**src/rtl/swsel_pkg.sv**
```systemverilog
package swsel_pkg;
  localparam int MODE_W = 2;
  localparam int PAT_W  = 4;

  typedef logic [MODE_W-1:0] mode_t;
  typedef logic [PAT_W-1:0]  pat_t;

  localparam mode_t MODE_RESET = 2'b00;

  function automatic pat_t pattern_of(input mode_t m);
    pat_t p;
    case (m)
      2'b00:   p = 4'b1110;
      2'b01:   p = 4'b0001;
      2'b10:   p = 4'b0101;
      default: p = 4'b1010;
    endcase
    return p;
  endfunction
endpackage

```
**src/rtl/swsel_sync.sv**
```systemverilog
module swsel_sync #(
  parameter int W      = 1,
  parameter int STAGES = 2
) (
  input  logic         clk,
  input  logic         rst,
  input  logic [W-1:0] d,
  output logic [W-1:0] q
);
  localparam int LAST = STAGES - 1;

  logic [W-1:0] chain [STAGES];

  always_ff @(posedge clk) begin
    if (rst) begin
      for (int i = 0; i < STAGES; i++) chain[i] <= '0;
    end else begin
      chain[0] <= d;
      for (int i = 1; i < STAGES; i++) chain[i] <= chain[i-1];
    end
  end

  assign q = chain[LAST];
endmodule

```
**src/rtl/swsel_commit_gate.sv**
```systemverilog
module swsel_commit_gate #(
  parameter int LOCKOUT_CYCLES = 1_000_000
) (
  input  logic clk,
  input  logic rst,
  input  logic btn_sync,
  output logic accept
);
  localparam int CNT_W = $clog2(LOCKOUT_CYCLES + 1);
  localparam logic [CNT_W-1:0] CNT_LOAD = CNT_W'(LOCKOUT_CYCLES);

  logic             btn_prev;
  logic [CNT_W-1:0] hold_cnt;
  logic             locked;

  assign locked = (hold_cnt != '0);
  assign accept = btn_sync & ~btn_prev & ~locked;

  always_ff @(posedge clk) begin
    if (rst) begin
      btn_prev <= 1'b0;
      hold_cnt <= '0;
    end else begin
      btn_prev <= btn_sync;
      if (accept)      hold_cnt <= CNT_LOAD;
      else if (locked) hold_cnt <= hold_cnt - 1'b1;
    end
  end
endmodule

```
**src/rtl/swsel_top.sv**
```systemverilog
module swsel_top
  import swsel_pkg::*;
#(
  parameter int SYNC_STAGES    = 2,
  parameter int LOCKOUT_CYCLES = 1_000_000
) (
  input  logic              clk,
  input  logic              rst,
  input  logic [MODE_W-1:0] sw_raw,
  input  logic              btn_raw,
  output logic [MODE_W-1:0] mode,
  output logic [PAT_W-1:0]  pattern,
  output logic              mode_updated
);
  mode_t sw_sync;
  logic  btn_sync;
  logic  accept;

  mode_t mode_q;
  pat_t  pat_q;
  logic  upd_q;

  swsel_sync #(.W(MODE_W), .STAGES(SYNC_STAGES)) u_sw_sync (
    .clk(clk), .rst(rst), .d(sw_raw), .q(sw_sync)
  );

  swsel_sync #(.W(1), .STAGES(SYNC_STAGES)) u_btn_sync (
    .clk(clk), .rst(rst), .d(btn_raw), .q(btn_sync)
  );

  swsel_commit_gate #(.LOCKOUT_CYCLES(LOCKOUT_CYCLES)) u_gate (
    .clk(clk), .rst(rst), .btn_sync(btn_sync), .accept(accept)
  );

  always_ff @(posedge clk) begin
    if (rst) begin
      mode_q <= MODE_RESET;
      pat_q  <= pattern_of(MODE_RESET);
      upd_q  <= 1'b0;
    end else begin
      upd_q <= accept;
      if (accept) begin
        mode_q <= sw_sync;
        pat_q  <= pattern_of(sw_sync);
      end
    end
  end

  assign mode         = mode_q;
  assign pattern      = pat_q;
  assign mode_updated = upd_q;
endmodule

```
**config.mk**
```make
export PLATFORM = sky130hd
export DESIGN_NAME = swsel_top
export DESIGN_NICKNAME = d
export VERILOG_FILES = /design/src/rtl/swsel_pkg.sv /design/src/rtl/swsel_sync.sv /design/src/rtl/swsel_commit_gate.sv /design/src/rtl/swsel_top.sv
export SDC_FILE = /design/constraint.sdc
export NUM_CORES = 1
export LEC_CHECK = 0
export ABC_AREA = 0
export BUFFER_PORTS_ARGS = -buffer_cell sky130_fd_sc_hd__buf_2
export CAP_MARGIN = 20
export CORE_MARGIN = 1
export CORE_UTILIZATION = 50
export DETAILED_ROUTE_END_ITERATION = 6
export GPL_ROUTABILITY_DRIVEN = 0
export GPL_TIMING_DRIVEN = 0
export PLACE_DENSITY = 0.68
export SYNTH_ARGS = -nofsm -noshare
export SYNTH_HDL_FRONTEND = slang
export SYNTH_SLANG_ARGS = --single-unit
```
**constraint.sdc**
```tcl
create_clock -name clk -period 3.4 [get_ports clk]
set_clock_uncertainty 0.15 [all_clocks]
set_input_delay 0.68 -clock clk [delete_from_list [all_inputs] [get_ports clk]]
set_output_delay 0.68 -clock clk [all_outputs]
set_load 0.005 [all_outputs]
```
==> results.sh, run 1 <==
export IMPL_clkTransAtPathRegs_ns=0.11
export IMPL_area_growth_syn_to_layout_pct=11.66
export IMPL_hold_class="reg2reg"
export IMPL_yosysTopAreaCell="dfxtp_1"
export IMPL_h_tree_depth=2
export IMPL_avgRoutedWirePerCell_microns=14.41
export IMPL_reg2reg_setup_slack_ns=1.17
export IMPL_port_buffers=10
export IMPL_ys_seq_elements=33
export IMPL_synth_edf_count=0
export IMPL_cts_path_max_buffers=2
export IMPL_post_route_min_period_ns=2.225
export IMPL_antenna_found_initial=0
export IMPL_synth_main_ff_cell="dfxtp_1"
export IMPL_nets=197
export IMPL_fin_setup_tns_ns=0
export IMPL_endpoint_kind="flip-flop"
export IMPL_p_comb_share_pct=55.2
export IMPL_wirelength_mm=3.357
export IMPL_clkSinkCount=33
export IMPL_firstDrtPassIters=4
export IMPL_num_antenna_cells=0
export IMPL_regArea_sq_um=660.6
export IMPL_dp_hpwl_mm=2.444
export IMPL_cp_data_arrival_time_ns=2.35
export IMPL_rsz0062_at_grt="no"
export IMPL_hold_viol=0
export IMPL_min_period_over_period_pct=65.45
export IMPL_synth_async_reset_ratio_pct=0
export IMPL_p_sw_uw=943.5
export IMPL_worstSetupPathType="reg2reg"
export IMPL_start_util_pct=53.07
export IMPL_drt_initial_drc_count=64
export IMPL_cts_buffers=5
export IMPL_max_slew_margin_pct=64.31
export IMPL_rows=20
export IMPL_worst_path_max_fanout=10
export IMPL_viasPerCell=5.811
export IMPL_cts_tree="built"
export IMPL_cts_setup_buffers=0
export IMPL_fillCellCount=273
export IMPL_tightest_slew_ns=0.5354
export IMPL_multiInputGateArea_sq_um=875.8
export IMPL_syn_area_sq_um=1620
export IMPL_worstPathRequired_ns=3.53
export IMPL_status="finished, final reports clean"
export IMPL_grt_first_pass_wirelength_mm=5.809
export IMPL_sequentialPowerShare_pct=30.3
export IMPL_clkPwrFrac_pct=14.5
export IMPL_whs_ns=0.3065
export IMPL_avgSynthCellArea_sq_um=9.475
export IMPL_syn_inst=171
export IMPL_fp_dieH_microns=58.93
export IMPL_die_w_microns=58.93
export IMPL_vias=1354
export IMPL_clock_fmax_mhz=449.4
export IMPL_route_detailed_drc=0
export IMPL_startpoint_type="flip-flop"
export IMPL_irDropWorstVdd_mv=0.6833
export IMPL_num_io_pins=12
export IMPL_setup_violations=0
export IMPL_synth_most_common_cell="dfxtp_1"
export IMPL_grt_max_degree=13
export IMPL_syn_num_nets=180
export IMPL_ys_warn_count=0
export IMPL_drive_gt1_share_pct=18.52
export IMPL_max_cap_viol_count=0
export IMPL_p_int_uw=1120
export IMPL_ctsHoldBuffers=0
export IMPL_yosys_area_top_type_share_pct=40.77
export IMPL_grt_pass1_vias=1203
export IMPL_track_usage_pct=22.81
export IMPL_synth_area_top_cells="dfxtp_1 (41%), nor4_4 (5.3%), a21oi_1 (4.6%)"
export IMPL_dieArea_sq_um=3472
export IMPL_yosysUniqueCellTypes=47
export IMPL_ant_nets=0
export IMPL_grt_ovfl_total=0
export IMPL_synth_seq_area_share_pct=40.77
export IMPL_clock_latency_ns=0.34
export IMPL_slew_viol_final=0
export IMPL_post_cts_resized=0
export IMPL_ys_top_cells_by_count="dfxtp_1 (33), a21oi_1 (15), nand4_1 (9), nor2b_1 (9)"
export IMPL_power_density_nw_per_um2=1140
export IMPL_root_buffer="clkbuf_4"
export IMPL_p_leak_uw=0.0006995
export IMPL_core_sq_um=3053
export IMPL_swShare_pct=45.73
## stage by stage
stage	setup WS, ns	total power, uW	util (%)	cell area (sq um)	instances
floorplan	1.495	1522	-	1620	171
global placement	1.267	1730	56.52	1725	225
detailed placement	1.215	1758	56.52	1725	225
CTS	1.172	2063	59.26	1809	233
global route	0.9996	2222	59.26	1809	233
finish	1.175	2063	59.26	1809	233
## sequential cells by signal, summed over array words and instances (netlist names)
name,count
u_sw_sync.chain,4
mode_updated,1
u_gate.btn_prev,1
u_gate.hold_cnt,20
mode,2
u_btn_sync.chain,2
pattern,3
## worst max-delay path: stages, from the launching register on
cell and delay [ns]:
dfxtp_1 0.35, inv_1 0.08, ha_1 0.27, nor3b_2 0.44
and2_2 0.31, buf_2 0.25, nand4_1 0.12, a21oi_1 0.17
## layer usage
| layer | vias up | global-route usage [%] | part of all wire, % |
|---|---|---|---|
| met5 | - | 0 | 0 |
| li1 | 675 | - | - |
| met2 | 22 | 35.23 | 47 |
| met1 | 651 | 30.76 | 49 |
| met4 | 0 | 7.823 | 1.4 |
| met3 | 6 | 6.154 | 3.2 |
## cell families (layout without fill, tap and decap cells)
group,count (synthesis),after routing,synth area share [%]
adders and majority gates,4,4,3.089
buffers and inverters,16,34,5.173
AOI/OAI and AO/OA,51,51,21.62
and+or+nand+nor,64,64,27.41
DFF,33,33,40.77
muxes,3,3,1.931
## placed cells by master (no fill, tap or decap), types with 2 or more instances in the layout
cell,count
clkbuf_1,5
nor2b_1,9
dfxtp_1,33
o21ai_0,8
o31a_1,2
mux2i_1,2
nand2_1,8
a211o_1,6
nor2_1,8
inv_1,6
nor4_1,3
buf_4,2
nor3_1,4
or3_1,2
and3_1,2
buf_2,11
nand4_1,9
nand2b_1,3
a21oi_1,15
nor4_4,4
buf_6,2
a21o_1,3
ha_1,4
nand3_1,2
clkbuf_4,5
a2111o_1,2
a31oi_1,5
## worst paths after layout
check | startpoint | to | depth (start not counted)
worst min register to register | u_sw_sync.chain[0][0]$_SDFF_PP0_ | u_sw_sync.chain[0][2]$_SDFF_PP0_ | 1
worst max-delay path | u_gate.hold_cnt[0]$_SDFFE_PP0N_ | u_gate.hold_cnt[0]$_SDFFE_PP0N_ | 7
worst max register to register | u_gate.hold_cnt[0]$_SDFFE_PP0N_ | u_gate.hold_cnt[0]$_SDFFE_PP0N_ | 7
worst min-delay path | u_sw_sync.chain[0][0]$_SDFF_PP0_ | u_sw_sync.chain[0][2]$_SDFF_PP0_ | 1
## power groups by stage
stage / Clock (uW) / Sequential (uW) / Combinational, uW
final: 300 / 625 / 1140
after global routing: 325 / 643 / 1250
after CTS: 307 / 624 / 1130
after detailed placement: 0 / 633 / 1120
after global placement: 0 / 626 / 1100
after floorplan: 0 / 606 / 916
## area by class of cell
| class | count | share of cell area (%) |
|---|---|---|
| multi-input cells | 122 | 48.41 |
| flip-flops and latches | 33 | 36.51 |
| plain buffers | 10 | 3.389 |
| well taps | 44 | 3.043 |
| repair buffers | 10 | 2.766 |
| clock inverters | 3 | 2.559 |
| clock buffers | 5 | 2.075 |
| inverters | 6 | 1.245 |
No activity file was read; power rests on OpenSTA's default activity.
==> inputs of run 2 (changes only) <==
==> constraint.sdc (replaced) <==
create_clock -name clk -period 2.1 [get_ports clk]
set_clock_uncertainty 0.15 [all_clocks]
set_input_delay 0.42 -clock clk [delete_from_list [all_inputs] [get_ports clk]]
set_output_delay 0.42 -clock clk [all_outputs]
set_load 0.005 [all_outputs]
==> results.sh, run 2 (synthesis results as in run 1) <==
export IMPL_crit_slowest_cell="dfxtp_1"
export IMPL_h_tree_depth=2
export IMPL_setup_violations=0
export IMPL_final_common_cell="dfxtp_1"
export IMPL_rows=20
export IMPL_endpoint_kind="flip-flop"
export IMPL_track_usage_pct=23.18
export IMPL_irDropWorstVdd_mv=1.115
export IMPL_tightest_slew_ns=0.5524
export IMPL_dpl_cell_area_sq_um=1725
export IMPL_slew_viol_final=0
export IMPL_path_cells="inv_1, ha_2, nor3b_4, and2_2, a211oi_1, mux2_1"
export IMPL_root_buffer="clkbuf_4"
export IMPL_cts_path_max_buffers=2
export IMPL_startpoint_type="flip-flop"
export IMPL_viasPerCell=5.762
export IMPL_clkTransAtPathRegs_ns=0.11
export IMPL_worstPathRequired_ns=2.18
export IMPL_ant_nets=0
export IMPL_antenna_found_initial=0
export IMPL_dp_hpwl_mm=2.444
export IMPL_grt_max_degree=13
export IMPL_grt_pass1_vias=1218
export IMPL_fp_dieH_microns=58.93
export IMPL_dieArea_sq_um=3472
export IMPL_max_slew_margin_pct=63.18
export IMPL_route_detailed_drc=0
export IMPL_port_buffers=10
export IMPL_cts_tree="built"
export IMPL_cts_buffers=5
export IMPL_start_util_pct=53.07
export IMPL_clkSinkCount=33
export IMPL_rsz0062_at_grt="no"
export IMPL_status="finished, final reports clean"
export IMPL_drt_initial_drc_count=61
export IMPL_post_route_min_period_ns=1.989
export IMPL_hold_viol=0
export IMPL_min_period_over_period_pct=94.72
export IMPL_power_density_nw_per_um2=1860
export IMPL_vias=1354
export IMPL_nets=199
export IMPL_max_cap_viol_count=0
export IMPL_dpl_worst_slack_ns=-0.08518
export IMPL_core_sq_um=3053
export IMPL_grt_ovfl_total=0
export IMPL_num_antenna_cells=0
export IMPL_grt_first_pass_wirelength_mm=5.906
export IMPL_setup_ws_ns=0.1109
export IMPL_final_area_sq_um=1841
export IMPL_p_leak_uw=0.0007098
export IMPL_avgRoutedWirePerCell_microns=14.56
export IMPL_ctsHoldBuffers=0
export IMPL_max_stage_delay_ns=0.39
export IMPL_fin_total_pwr_uw=3423
export IMPL_regMostFlops="u_gate.hold_cnt"
export IMPL_firstDrtPassIters=4
export IMPL_hold_class="in2reg"
export IMPL_cp_data_arrival_time_ns=2.07
export IMPL_clock_latency_ns=0.34
export IMPL_wirelength_mm=3.421
export IMPL_area_growth_syn_to_layout_pct=13.59
export IMPL_num_io_pins=12
export IMPL_die_w_microns=58.93
export IMPL_worst_path_max_fanout=7
export IMPL_clock_fmax_mhz=502.7
export IMPL_worstSetupPathType="reg2reg"
export IMPL_largest_register_ffs=20
export IMPL_whs_ns=0.1309
export IMPL_final_cell_mix="dfxtp_1 (32), a21oi_1 (15), buf_2 (11), nand4_1 (9), nor2b_1 (9)"
export IMPL_drive_gt1_share_pct=20.94
==> run 2: cell count changes in the layout (fill, tap and decap cells not counted), sizes merged <==
cell,change
buf,+2
==> run 2: final timing paths <==
check	slack, ns	cells past startpoint	end	from
worst min register to register	0.31	1	u_sw_sync.chain[0][2]$_SDFF_PP0_	u_sw_sync.chain[0][0]$_SDFF_PP0_
worst max-delay path	0.11	6	u_gate.hold_cnt[15]$_SDFFE_PP0N_	u_gate.hold_cnt[1]$_SDFFE_PP0N_
worst max register to register	0.11	6	u_gate.hold_cnt[15]$_SDFFE_PP0N_	u_gate.hold_cnt[1]$_SDFFE_PP0N_
worst min-delay path	0.13	2	u_sw_sync.chain[0][0]$_SDFF_PP0_	sw_raw[0]
==> run 2: layout make-up <==
cell class,instances,area (sq um)
Clock inverter,3,46.29
Tap cell,44,55.05
Clock buffer,5,37.54
Timing Repair Buffer,12,65.06
Buffer,10,61.31
Multi-Input combinational cell,122,890.9
Inverter,6,22.52
Sequential cell,33,661.9
Fill cell,271,1212
==> run 2: report_power, final <==
group | switching, uW | internal [uW] | leakage [uW]
clock network | 233 | 252 | 0.0000414
registers | 229 | 789 | 0.000270
logic | 1090 | 828 | 0.000398
==> run 2: through the flow <==
| step | std cells | utilization [%] | setup TNS, ns |
|---|---|---|---|
| 6_report | 235 | 60.29 | 0 |
| 3_3_place_gp | 225 | 56.52 | -0.1481 |
| 2_1_floorplan | 171 | - | 0 |
| 5_1_grt | 235 | 60.29 | 0 |
| 3_5_place_dp | 225 | 56.52 | -0.5389 |
| 4_1_cts | 235 | 59.96 | 0 |
==> run 2: layer usage <==
metal / track usage [%] / up-vias / share of wire [%]
met1: 31.03 / 641 / 47
met2: 36.04 / 30 / 48
li1: - / 678 / -
met3: 6.154 / 5 / 4.0
met4: 8.163 / 0 / 1.3
met5: 0 / - / 0
==> run 2: critical path: cells and delay by family, from the launching register on <==
| family | cells | cell delay [ns] |
|---|---|---|
| simple gates | 2 | 0.43 |
| flops | 1 | 0.39 |
| mux | 1 | 0.34 |
| compound gates | 1 | 0.30 |
| fa+ha+maj | 1 | 0.21 |
| buf+inv | 1 | 0.06 |
==> run 2: timing repair <==
action,4_1_cts,5_1_grt
setup endpoints to repair,12,14
endpoints found under the hold margin,0,0
setup buffers,2,0
resized for setup,1,3
pin swaps,0,0
==> inputs of run 3 (changes only) <==
--- a/config.mk
+++ b/config.mk
@@ -6,14 +6,13 @@
 export NUM_CORES = 1
 export LEC_CHECK = 0
 export ABC_AREA = 0
-export BUFFER_PORTS_ARGS = -buffer_cell sky130_fd_sc_hd__buf_2
 export CAP_MARGIN = 20
 export CORE_MARGIN = 1
 export CORE_UTILIZATION = 50
 export DETAILED_ROUTE_END_ITERATION = 6
+export DONT_BUFFER_PORTS = 1
 export GPL_ROUTABILITY_DRIVEN = 0
 export GPL_TIMING_DRIVEN = 0
-export PLACE_DENSITY = 0.68
 export SYNTH_ARGS = -nofsm -noshare
 export SYNTH_HDL_FRONTEND = slang
 export SYNTH_SLANG_ARGS = --single-unit
==> results.sh, run 3 (synthesis results as in run 1) <==
export IMPL_cts_tree="built"
export IMPL_wirelength_mm=3.384
export IMPL_multiInputGateArea_sq_um=889.6
export IMPL_min_period_over_period_pct=93.00
export IMPL_regMostFlops="u_gate.hold_cnt"
export IMPL_area_growth_syn_to_layout_pct=10.73
export IMPL_whs_ns=0.05256
export IMPL_tightest_slew_ns=0.5112
export IMPL_largest_register_ffs=20
export IMPL_dpl_cell_area_sq_um=1675
export IMPL_viasPerCell=5.827
export IMPL_endpoint_kind="flip-flop"
export IMPL_worst_path_max_fanout=7
export IMPL_cts_path_max_buffers=2
export IMPL_post_route_util_pct=58.77
export IMPL_hold_viol=0
export IMPL_ctsHoldBuffers=0
export IMPL_cp_data_arrival_time_ns=2.04
export IMPL_grt_pass1_vias=1258
export IMPL_final_common_cell="dfxtp_1"
export IMPL_hold_start="btn_raw"
export IMPL_max_slew_margin_pct=65.92
export IMPL_grt_first_pass_wirelength_mm=5.885
export IMPL_status="finished, final reports clean"
export IMPL_rsz0062_at_grt="no"
export IMPL_clkTransAtPathRegs_ns=0.10
export IMPL_dieArea_sq_um=3472
export IMPL_num_io_pins=12
export IMPL_startpoint_type="flip-flop"
export IMPL_post_route_min_period_ns=1.953
export IMPL_clkPwrFrac_pct=14.8
export IMPL_power_density_nw_per_um2=1917
export IMPL_irDropWorstVdd_mv=0.9028
export IMPL_firstDrtPassIters=4
export IMPL_h_tree_depth=2
export IMPL_startpoint="u_gate.hold_cnt[0]$_SDFFE_PP0N_"
export IMPL_r2r_start="u_gate.hold_cnt[0]$_SDFFE_PP0N_"
export IMPL_final_cell_mix="dfxtp_1 (32), a21oi_1 (15), nand4_1 (9), nor2b_1 (9)"
export IMPL_drive_gt1_share_pct=16.57
export IMPL_hold_class="in2reg"
export IMPL_grt_max_degree=12
export IMPL_critPathCapture="u_gate.hold_cnt[15]$_SDFFE_PP0N_"
export IMPL_worstPathRequired_ns=2.19
export IMPL_ant_nets=0
export IMPL_die_w_microns=58.93
export IMPL_vias=1311
export IMPL_route_detailed_drc=0
export IMPL_reg2reg_setup_slack_ns=0.15
export IMPL_dp_hpwl_mm=2.439
export IMPL_regArea_sq_um=661.9
export IMPL_clkSinkCount=33
export IMPL_start_util_pct=53.07
export IMPL_fillCellCount=295
export IMPL_port_buffers=0
export IMPL_setup_violations=0
export IMPL_avgRoutedWirePerCell_microns=15.04
export IMPL_clock_fmax_mhz=512.0
export IMPL_grt_ovfl_total=0
export IMPL_r2r_cells=6
export IMPL_cts_buffers=5
export IMPL_track_usage_pct=23.00
export IMPL_drt_initial_drc_count=67
export IMPL_p_leak_uw=0.0006726
export IMPL_fin_setup_tns_ns=0
export IMPL_rows=20
export IMPL_antenna_found_initial=0
export IMPL_p_sw_uw=1541
export IMPL_fp_dieH_microns=58.93
export IMPL_r2r_end="u_gate.hold_cnt[15]$_SDFFE_PP0N_"
export IMPL_max_cap_viol_count=0
export IMPL_clock_latency_ns=0.34
export IMPL_worstSetupPathType="reg2reg"
export IMPL_final_area_sq_um=1794
export IMPL_sequentialPowerShare_pct=29.8
export IMPL_p_comb_share_pct=55.4
export IMPL_root_buffer="clkbuf_4"
export IMPL_num_antenna_cells=0
export IMPL_nets=189
export IMPL_slew_viol_final=0
export IMPL_p_int_uw=1898
export IMPL_core_sq_um=3053
export IMPL_swShare_pct=44.81
==> run 3: per-layer routing <==
| layer | global-route usage [%] | vias to the layer above | share of wire, % |
|---|---|---|---|
| met5 | 0 | - | 0 |
| met4 | 8.503 | 0 | 1.4 |
| met3 | 7.253 | 5 | 5.5 |
| met2 | 36.53 | 31 | 47 |
| met1 | 29.20 | 619 | 47 |
| li1 | - | 656 | - |
==> run 3: layout make-up <==
class / count / share of cell area, %
Sequential cell: 33 / 36.89
Multi-Input combinational cell: 122 / 49.58
Clock inverter: 2 / 2.092
Buffer: 10 / 3.417
Timing Repair Buffer: 2 / 0.8368
Tap cell: 44 / 3.068
Inverter: 6 / 1.255
Clock buffer: 6 / 2.859
==> run 3: worst min path at each step <==
stage	to	slack (ns)	depth (start not counted)
finish	u_btn_sync.chain[0][0]$_SDFF_PP0_	0.05	1
floorplan	u_btn_sync.chain[0][1]$_SDFF_PP0_	0.26	1
CTS	u_btn_sync.chain[0][0]$_SDFF_PP0_	0.04	1
detailed placement	u_sw_sync.chain[0][2]$_SDFF_PP0_	0.28	1
global route	u_btn_sync.chain[0][0]$_SDFF_PP0_	0.03	1
global placement	u_sw_sync.chain[0][2]$_SDFF_PP0_	0.28	1
==> run 3: what timing repair did <==
action	4_1_cts	5_1_grt
setup buffers	2	0
endpoints found under the setup margin	12	11
resized for setup	1	3
==> run 3: worst max-delay path: stages (launching register included) <==
cell,delay [ns]
dfxtp_2,0.37
inv_1,0.07
ha_2,0.23
nor3b_4,0.16
and2_2,0.26
a211oi_1,0.27
mux2_1,0.34
==> run 3: per-stage QoR <==
step	worst slack, ns	std cells	power [uW]
finish	0.1470	225	3440
global route	0.02479	225	3731
CTS	0.04530	225	3438
detailed placement	-0.06432	215	2864
global placement	-0.04943	215	2815
floorplan	0.1952	171	2464
==> run 3: power by group through the flow <==
stage | combinational, uW | sequential (uW) | clock (uW)
after floorplan | 1480 | 981 | 0
after global placement | 1800 | 1020 | 0
after detailed placement | 1830 | 1030 | 0
after CTS | 1900 | 1020 | 518
after global routing | 2130 | 1050 | 547
final | 1910 | 1030 | 509
